**config.mk**
```make
export PLATFORM = sky130hd
export DESIGN_NAME = s2d_fold
export DESIGN_NICKNAME = d
export VERILOG_FILES = /design/src/rtl/fold_pkg.sv /design/src/rtl/s2d_fold_linebuf.sv /design/src/rtl/s2d_fold_ctrl.sv /design/src/rtl/s2d_fold_outmux.sv /design/src/rtl/s2d_fold.sv
export SDC_FILE = /design/constraint.sdc
export NUM_CORES = 2
export LEC_CHECK = 0
export ABC_AREA = 1
export CAP_MARGIN = 10
export CORE_MARGIN = 2
export CORE_UTILIZATION = 30
export DETAILED_ROUTE_END_ITERATION = 6
export GPL_TIMING_DRIVEN = 1
export SYNTH_ARGS = -nofsm -noshare
export SYNTH_HDL_FRONTEND = slang
export SYNTH_HIERARCHICAL = 1
export SYNTH_SLANG_ARGS = --single-unit
export TNS_END_PERCENT = 30
```
**constraint.sdc**
```tcl
create_clock -name clk -period 6.3 [get_ports clk]
set_input_delay 1.26 -clock clk [delete_from_list [all_inputs] [get_ports clk]]
set_output_delay 1.26 -clock clk [all_outputs]
set_load 0.01 [all_outputs]
```
**src/rtl/fold_pkg.sv**
```systemverilog
package fold_pkg;
  typedef enum logic [1:0] {
    F_IDLE  = 2'd0,
    F_PASS  = 2'd1,
    F_FILL  = 2'd2,
    F_DRAIN = 2'd3
  } fold_st_e;
endpackage

```
**src/rtl/s2d_fold_linebuf.sv**
```systemverilog
// Line memory: MAX_S rows of MAX_W pixels of MAX_C channel elements.
module s2d_fold_linebuf #(
  parameter int DW    = 8,
  parameter int MAX_W = 16,
  parameter int MAX_C = 4,
  parameter int MAX_S = 4,
  parameter int SB    = 3,
  parameter int WB    = 5,
  parameter int CB    = 3
) (
  input  logic          clk,
  input  logic          wr_en,
  input  logic [SB-1:0] wr_row,
  input  logic [WB-1:0] wr_x,
  input  logic [CB-1:0] wr_c,
  input  logic [DW-1:0] wr_data,
  input  logic [SB-1:0] rd_row,
  input  logic [WB-1:0] rd_x,
  input  logic [CB-1:0] rd_c,
  output logic [DW-1:0] rd_data
);
  localparam int DEPTH = MAX_S * MAX_W * MAX_C;
  localparam int AB    = $clog2(DEPTH);

  logic [DW-1:0] mem [DEPTH];
  logic [AB-1:0] wa, ra;

  assign wa = AB'(int'(wr_row) * MAX_W * MAX_C + int'(wr_x) * MAX_C + int'(wr_c));
  assign ra = AB'(int'(rd_row) * MAX_W * MAX_C + int'(rd_x) * MAX_C + int'(rd_c));

  always_ff @(posedge clk) begin
    if (wr_en) mem[wa] <= wr_data;
  end

  assign rd_data = mem[ra];
endmodule

```
**src/rtl/s2d_fold_ctrl.sv**
```systemverilog
// Frame sequencer: samples settings, counts input positions, walks the patches.
module s2d_fold_ctrl
  import fold_pkg::*;
#(
  parameter int MAX_W = 16,
  parameter int MAX_C = 4,
  parameter int MAX_S = 4,
  parameter int HB    = 8,
  parameter int SB    = 3,
  parameter int WB    = 5,
  parameter int CB    = 3
) (
  input  logic          clk,
  input  logic          rst_n,
  input  logic          cfg_bypass,
  input  logic [SB-1:0] cfg_sh,
  input  logic [SB-1:0] cfg_sw,
  input  logic [HB-1:0] cfg_h,
  input  logic [WB-1:0] cfg_w,
  input  logic [CB-1:0] cfg_c,
  input  logic          in_valid,
  input  logic          in_sof,
  output logic          in_ready,
  input  logic          out_ready,
  output logic          wr_en,
  output logic [SB-1:0] wr_row,
  output logic [WB-1:0] wr_x,
  output logic [CB-1:0] wr_c,
  output logic [SB-1:0] rd_row,
  output logic [WB-1:0] rd_x,
  output logic [CB-1:0] rd_c,
  output logic          rd_pad,
  output logic          drain_valid,
  output logic          fold_sof,
  output logic          fold_eol,
  output logic          byp,
  output fold_st_e      st,
  output logic [SB-1:0] sh_o,
  output logic [WB-1:0] w_o
);
  localparam int XW = WB + 1;
  localparam logic [SB-1:0] SMAX = SB'(MAX_S);
  localparam logic [WB-1:0] WMAX = WB'(MAX_W);
  localparam logic [CB-1:0] CMAX = CB'(MAX_C);

  fold_st_e      st_q;
  logic          lbyp;
  logic [SB-1:0] lsh, lsw;
  logic [HB-1:0] lh;
  logic [WB-1:0] lw;
  logic [CB-1:0] lc;
  // input position
  logic [WB-1:0] x_q;
  logic [CB-1:0] c_q;
  logic [SB-1:0] dy_q;
  logic [HB-1:0] row_q;
  // drain position
  logic [XW-1:0] xb_q;
  logic [SB-1:0] ddy_q, ddx_q, got_q;
  logic [CB-1:0] dc_q;
  logic          last_q, first_q;

  // clamped settings
  logic [SB-1:0] n_sh, n_sw;
  logic [HB-1:0] n_h;
  logic [WB-1:0] n_w;
  logic [CB-1:0] n_c;
  always_comb begin
    n_sh = (cfg_sh == '0) ? SB'(1) : (cfg_sh > SMAX) ? SMAX : cfg_sh;
    n_sw = (cfg_sw == '0) ? SB'(1) : (cfg_sw > SMAX) ? SMAX : cfg_sw;
    n_h  = (cfg_h  == '0) ? HB'(1) : cfg_h;
    n_w  = (cfg_w  == '0) ? WB'(1) : (cfg_w > WMAX) ? WMAX : cfg_w;
    n_c  = (cfg_c  == '0) ? CB'(1) : (cfg_c > CMAX) ? CMAX : cfg_c;
  end

  logic accept, c_end, row_end, last_row;
  logic dc_end, dx_end, dy_end, ox_end;
  logic [XW-1:0] rx;

  always_comb begin
    unique case (st_q)
      F_IDLE:  in_ready = !in_sof;
      F_PASS:  in_ready = out_ready;
      F_FILL:  in_ready = 1'b1;
      default: in_ready = 1'b0;
    endcase
  end

  assign accept   = in_valid && in_ready && (st_q == F_PASS || st_q == F_FILL);
  assign c_end    = (c_q == lc - 1'b1);
  assign row_end  = c_end && (x_q == lw - 1'b1);
  assign last_row = (row_q == lh - 1'b1);

  assign dc_end = (dc_q == lc - 1'b1);
  assign dx_end = (ddx_q == lsw - 1'b1);
  assign dy_end = (ddy_q == lsh - 1'b1);
  assign ox_end = (xb_q + XW'(lsw)) >= XW'(lw);
  assign rx     = xb_q + XW'(ddx_q);

  assign wr_en       = accept && (st_q == F_FILL);
  assign wr_row      = dy_q;
  assign wr_x        = x_q;
  assign wr_c        = c_q;
  assign rd_row      = ddy_q;
  assign rd_x        = rx[WB-1:0];
  assign rd_c        = dc_q;
  assign rd_pad      = (ddy_q >= got_q) || (rx >= XW'(lw));
  assign drain_valid = (st_q == F_DRAIN);
  assign fold_eol    = dc_end && dx_end && dy_end && ox_end;
  assign fold_sof    = first_q && (xb_q == '0) && (ddy_q == '0) && (ddx_q == '0) && (dc_q == '0);
  assign byp         = (st_q == F_PASS);
  assign st          = st_q;
  assign sh_o        = lsh;
  assign w_o         = lw;

  always_ff @(posedge clk or negedge rst_n) begin
    if (!rst_n) begin
      st_q <= F_IDLE;
      lbyp <= 1'b0;
      lsh <= SB'(1); lsw <= SB'(1);
      lh <= HB'(1); lw <= WB'(1); lc <= CB'(1);
      x_q <= '0; c_q <= '0; dy_q <= '0; row_q <= '0;
      xb_q <= '0; ddy_q <= '0; ddx_q <= '0; dc_q <= '0; got_q <= '0;
      last_q <= 1'b0; first_q <= 1'b0;
    end else begin
      unique case (st_q)
        F_IDLE: if (in_valid && in_sof) begin
          lbyp <= cfg_bypass;
          lsh <= n_sh; lsw <= n_sw; lh <= n_h; lw <= n_w; lc <= n_c;
          x_q <= '0; c_q <= '0; dy_q <= '0; row_q <= '0;
          first_q <= 1'b1;
          st_q <= cfg_bypass ? F_PASS : F_FILL;
        end
        F_PASS, F_FILL: if (accept) begin
          if (c_end) begin
            c_q <= '0;
            x_q <= (x_q == lw - 1'b1) ? '0 : x_q + 1'b1;
          end else begin
            c_q <= c_q + 1'b1;
          end
          if (row_end) begin
            row_q <= row_q + 1'b1;
            dy_q  <= dy_q + 1'b1;
            if (st_q == F_PASS) begin
              if (last_row) st_q <= F_IDLE;
            end else if (dy_q == lsh - 1'b1 || last_row) begin
              st_q   <= F_DRAIN;
              got_q  <= dy_q + 1'b1;
              last_q <= last_row;
              dy_q   <= '0;
              xb_q <= '0; ddy_q <= '0; ddx_q <= '0; dc_q <= '0;
            end
          end
        end
        F_DRAIN: if (out_ready) begin
          if (!dc_end) begin
            dc_q <= dc_q + 1'b1;
          end else begin
            dc_q <= '0;
            if (!dx_end) begin
              ddx_q <= ddx_q + 1'b1;
            end else begin
              ddx_q <= '0;
              if (!dy_end) begin
                ddy_q <= ddy_q + 1'b1;
              end else begin
                ddy_q <= '0;
                if (!ox_end) begin
                  xb_q <= xb_q + XW'(lsw);
                end else begin
                  xb_q    <= '0;
                  first_q <= 1'b0;
                  st_q    <= last_q ? F_IDLE : F_FILL;
                end
              end
            end
          end
        end
        default: st_q <= F_IDLE;
      endcase
    end
  end

  logic unused_ok;
  assign unused_ok = lbyp;
endmodule

```
**src/rtl/s2d_fold_outmux.sv**
```systemverilog
// Output selection: bypass forwarding, stored element or zero fill.
module s2d_fold_outmux #(
  parameter int DW = 8
) (
  input  logic          byp,
  input  logic          in_valid,
  input  logic [DW-1:0] in_data,
  input  logic          in_sof,
  input  logic          in_eol,
  input  logic          drain_valid,
  input  logic          rd_pad,
  input  logic [DW-1:0] rd_data,
  input  logic          fold_sof,
  input  logic          fold_eol,
  output logic          out_valid,
  output logic [DW-1:0] out_data,
  output logic          out_sof,
  output logic          out_eol
);
  always_comb begin
    if (byp) begin
      out_valid = in_valid;
      out_data  = in_data;
      out_sof   = in_sof;
      out_eol   = in_eol;
    end else begin
      out_valid = drain_valid;
      out_data  = rd_pad ? '0 : rd_data;
      out_sof   = drain_valid && fold_sof;
      out_eol   = drain_valid && fold_eol;
    end
  end
endmodule

```
**src/rtl/s2d_fold.sv**
```systemverilog
module s2d_fold
  import fold_pkg::*;
#(
  parameter int DW    = 8,
  parameter int MAX_W = 16,
  parameter int MAX_C = 4,
  parameter int MAX_S = 4,
  parameter int HB    = 8,
  localparam int SB   = $clog2(MAX_S + 1),
  localparam int WB   = $clog2(MAX_W + 1),
  localparam int CB   = $clog2(MAX_C + 1)
) (
  input  logic          clk,
  input  logic          rst_n,
  input  logic          cfg_bypass,
  input  logic [SB-1:0] cfg_sh,
  input  logic [SB-1:0] cfg_sw,
  input  logic [HB-1:0] cfg_h,
  input  logic [WB-1:0] cfg_w,
  input  logic [CB-1:0] cfg_c,
  input  logic          in_valid,
  output logic          in_ready,
  input  logic [DW-1:0] in_data,
  input  logic          in_sof,
  input  logic          in_eol,
  output logic          out_valid,
  input  logic          out_ready,
  output logic [DW-1:0] out_data,
  output logic          out_sof,
  output logic          out_eol
);
  logic          wr_en, rd_pad, drain_valid, fold_sof, fold_eol, byp;
  logic [SB-1:0] wr_row, rd_row, sh_o;
  logic [WB-1:0] wr_x, rd_x, w_o;
  logic [CB-1:0] wr_c, rd_c;
  logic [DW-1:0] rd_data;
  fold_st_e      st;

  s2d_fold_ctrl #(
    .MAX_W(MAX_W), .MAX_C(MAX_C), .MAX_S(MAX_S),
    .HB(HB), .SB(SB), .WB(WB), .CB(CB)
  ) u_ctrl (
    .clk(clk), .rst_n(rst_n),
    .cfg_bypass(cfg_bypass), .cfg_sh(cfg_sh), .cfg_sw(cfg_sw),
    .cfg_h(cfg_h), .cfg_w(cfg_w), .cfg_c(cfg_c),
    .in_valid(in_valid), .in_sof(in_sof), .in_ready(in_ready),
    .out_ready(out_ready),
    .wr_en(wr_en), .wr_row(wr_row), .wr_x(wr_x), .wr_c(wr_c),
    .rd_row(rd_row), .rd_x(rd_x), .rd_c(rd_c), .rd_pad(rd_pad),
    .drain_valid(drain_valid), .fold_sof(fold_sof), .fold_eol(fold_eol),
    .byp(byp), .st(st), .sh_o(sh_o), .w_o(w_o)
  );

  s2d_fold_linebuf #(
    .DW(DW), .MAX_W(MAX_W), .MAX_C(MAX_C), .MAX_S(MAX_S),
    .SB(SB), .WB(WB), .CB(CB)
  ) u_buf (
    .clk(clk), .wr_en(wr_en), .wr_row(wr_row), .wr_x(wr_x), .wr_c(wr_c),
    .wr_data(in_data), .rd_row(rd_row), .rd_x(rd_x), .rd_c(rd_c),
    .rd_data(rd_data)
  );

  s2d_fold_outmux #(.DW(DW)) u_mux (
    .byp(byp), .in_valid(in_valid), .in_data(in_data),
    .in_sof(in_sof), .in_eol(in_eol),
    .drain_valid(drain_valid), .rd_pad(rd_pad), .rd_data(rd_data),
    .fold_sof(fold_sof), .fold_eol(fold_eol),
    .out_valid(out_valid), .out_data(out_data),
    .out_sof(out_sof), .out_eol(out_eol)
  );
endmodule

```
==> flow_metrics.tcl <==
set metrics [dict create \
    synthTopCellsByCount "2328 x nand2_1, 2053 x nand3_1, 2048 x edfxtp_1" \
    synth_most_common_cell "nand2_1" \
    wl_met2_um 115000 \
    crit_slowest_cell "clkdlybuf4s50_1" \
    p_int_mw 26.3 \
    gr-total-overflow 0 \
    routed_wl_um 251000 \
    wl_met3_um 22700 \
    cts_htree_levels 4 \
    clockPowerShare_pct 30.6 \
    fmax_mhz 161 \
    critPathKind "reg2out" \
    finalNetCount 7702 \
    met1_length_um 106000 \
    rsz0062_at_grt "false" \
    drt_iter0_markers 7818 \
    syn_area_sq_mm 0.0882 \
    report.final.slew_viol_count 0 \
    power_mw 41.2 \
    maxCapViolCount 0 \
    drive_gt1_share_pct 7.48 \
    drc_errors 0 \
    clockBufferDepth 3 \
    grt_pass1_wl_um 372000 \
    hold_path.class "reg2reg" \
    viasPerCell 5.08 \
    clkTransAtPathRegs_ns 0.06 \
    final.fill_count 28600 \
    antenna_found_initial 12 \
    design_area_sq_mm 0.100 \
    crit_top_cell "nand2_1" \
    cp-end-kind "primary output" \
    firstDrtPassIters 6 \
    worst_pin_slew_ns 1.11 \
    grt_pass1_vias 56100 \
    cts_made_buffers 211 \
    synth-seq-cells 2111 \
    ant_nets 0 \
    track_usage_pct 16.3 \
    grt_max_degree 180 \
    synth_edf_count 2048 \
    place_congestion 0.886 \
    multi_input_area_sq_mm 0.0222 \
    tns_ns 0 \
    syn-num-nets 7734 \
    crit_chain "ha_1 -> a21oi_1 -> inv_1 -> a31oi_2 -> xor2_1 -> buf_4 -> xor2_4 -> inv_1 -> buf_4 -> nand3_1 -> nand3_1 -> nand2_1 -> nand2_1 -> nand2_1 -> nand2_1 -> nand2_2 -> clkdlybuf4s50_1" \
    pwr-share-seq_pct 38.3 \
    synthCells 7651 \
    coreArea_sq_mm 0.293 \
    status "complete, no violations" \
    skew_ns 0.0828 \
    synth_seq_area_share_pct 71.6 \
    io_buffers 48 \
    vdd_drop_max_v 0.000342 \
    cp_max_fo 24 \
    cts.hold.buffers_added 0 \
    layout_min_cycle_time_ns 6.20 \
    seqCellArea_sq_mm 0.0631 \
    p_sw_mw 14.9 \
    slew_headroom_pct 25.6 \
    clock_latency_ns 0.87 \
    power.density_mw_per_mm2 410 \
    dp_cells 11300 \
    ios 49 \
    power_frac_comb_pct 31.1 \
    synth_top_area_cell "edfxtp_1" \
    cp.required_ns 5.04 \
    synth.area.top_cells "edfxtp_1 70%, nand3_1 12%, nand2_1 9.9%" \
    die_h_um 546 \
    ys_types 46 \
    cts.sinks 2111 \
    top_layer_used "met4" \
    root_buffer "clkbuf_16" \
    avgSynthCellArea_sq_um 11.5 \
    die-area_sq_mm 0.298 \
    num_vias 59500 \
    slowest_delay_ns 0.57 \
    cts_tree "yes" \
    num_rows 199 \
    die_w_um 546 \
    worstSetupStartpointType "flip-flop" \
    report.final.hold_viol_count 0 \
    period_share_pct 98.3 \
    synthArstFlopShare_pct 2.98 \
    yosysWarningCount 6 \
    dp_hpwl_um 147000 \
    start_util_pct 30.1 \
    areaGrowthSynthToFinish_pct 13.8 \
    post_layout_nonfiller_instances 11700 \
    swShare_pct 36.1 \
    crit_arrival_ns 4.94 \
    placedInstanceArea_sq_mm 0.0932 \
    synth_ff_type "edfxtp_1" \
    leakage_nw 34.5 \
    setup_viol 0 \
    drt-wirelength-per-cell_um 21.4 \
    synth_top_area_share_pct 69.8 \
    r2r_slack_ns 1.65 \
]
## layout by cell type, fill, tap and decap left out, types with 3 or more instances in the layout
master	Yosys	routed
inv_2	12	11
clkinv_16	0	11
nand4_1	11	11
nor2_1	308	308
o22ai_1	6	6
a31oi_1	5	4
clkbuf_1	89	39
nand3_2	5	6
nand2_1	2328	2311
xor2_4	0	3
nand2_2	14	31
o21ai_1	10	11
dfrtp_1	58	56
nor3_1	9	9
a21oi_1	13	13
nor2_2	5	5
nor2_4	5	5
ha_1	44	42
clkinvlp_4	0	7
clkinv_2	0	36
buf_4	37	142
buf_6	27	6
o31ai_1	6	6
clkbuf_16	0	211
inv_1	112	109
o21ai_0	43	42
edfxtp_1	2048	2048
nor4_1	3	3
buf_12	0	49
xor2_1	26	23
clkdlybuf4s50_1	0	38
xnor2_1	8	7
dfstp_2	5	5
a21boi_0	4	4
buf_8	0	8
bufinv_16	0	24
nand3_1	2053	2052
clkinv_1	3	58
inv_6	0	3
## final cells by class
cell class / count / area share, %
sequential: 2111 / 62.9
multi-input combinational: 4922 / 22.1
clock buffer: 250 / 5.41
tap: 3919 / 4.89
timing repair buffer: 245 / 2.64
clock inverter: 138 / 1.54
inverter: 128 / 0.531
antenna: 1 / 0.00249
## flip-flops by register name, indices dropped and copies added, names as in the netlist
name            flops
u_buf/mem        2048
u_ctrl/ddx_q        3
u_ctrl/first_q      1
u_ctrl/got_q        3
u_ctrl/last_q       1
u_ctrl/lc           3
u_ctrl/lh           8
u_ctrl/lsw          3
u_ctrl/rd_c         3
u_ctrl/rd_row       3
u_ctrl/row_q        8
u_ctrl/sh_o         3
u_ctrl/st           2
u_ctrl/w_o          5
u_ctrl/wr_c         3
u_ctrl/wr_row       3
u_ctrl/wr_x         5
u_ctrl/xb_q         6
## power by group through the flow
| stage | clock, mW | sequential (mW) | combinational [mW] |
|---|---|---|---|
| 2_1_floorplan | 0 | 15.9 | 7.98 |
| 3_3_place_gp | 0 | 16.1 | 12.4 |
| 3_5_place_dp | 0 | 16.1 | 12.4 |
| 4_1_cts | 12.8 | 15.8 | 12.5 |
| 5_1_grt | 13.3 | 15.8 | 13.8 |
| 6_report | 12.6 | 15.8 | 12.8 |
## worst paths after layout
check / start / to / cells past startpoint
max in group asynchronous: rst_n / u_ctrl/rd_c[1] / 2
hold / removal: u_ctrl/got_q[2] / u_ctrl/got_q[2] / 2
min in group asynchronous: rst_n / u_ctrl/lh[3] / 2
hold reg to reg: u_ctrl/got_q[2] / u_ctrl/got_q[2] / 2
setup / recovery: u_ctrl/ddx_q[2] / out_data[5] / 17
setup reg to reg: u_ctrl/st[0] / u_buf/mem[66][6] / 10
## layer usage
| layer | vias to the layer above | global-route usage (%) |
|---|---|---|
| met5 | - | 0 |
| met4 | 0 | 4.76 |
| met3 | 374 | 2.71 |
| met2 | 2780 | 25.6 |
| met1 | 29400 | 23.0 |
| li1 | 26900 | - |
## logic make-up after synthesis
| family | synth area share, % |
|---|---|
| compound gates | 0.609 |
| xor+xnor | 0.338 |
| fa+ha+maj | 0.670 |
| buf+inv | 3.46 |
| flops | 71.6 |
| simple gates | 23.4 |
## metrics by stage
step / utilization (%) / hold WS (ns) / worst slack, ns
final: 34.2 / 0.500 / 0.105
after CTS: 34.2 / 0.504 / 0.0382
after detailed placement: 31.8 / 0.489 / 0.727
after floorplan: - / 0.458 / 2.24
after global placement: 31.8 / 0.485 / 0.708
after global routing: 34.2 / 0.526 / 0.00738
## critical path: cells and delay by family (launching register included)
kind / cells / cell delay [ns]
buffers and inverters: 5 / 1.23
flip-flops: 1 / 0.45
XOR/XNOR: 2 / 0.44
adder cells (fa/ha/maj): 1 / 0.43
AND/OR/NAND/NOR: 7 / 1.09
AO/OA/AOI/OAI: 2 / 0.41
## repair_timing
| action | in CTS | in global routing |
|---|---|---|
| gates resized for setup | 6 | 8 |
| endpoints found under the setup margin | 7 | 7 |
| pin swaps | 1 | 4 |
| setup buffers | 3 | 4 |
Power figures use the tool's default switching activity.
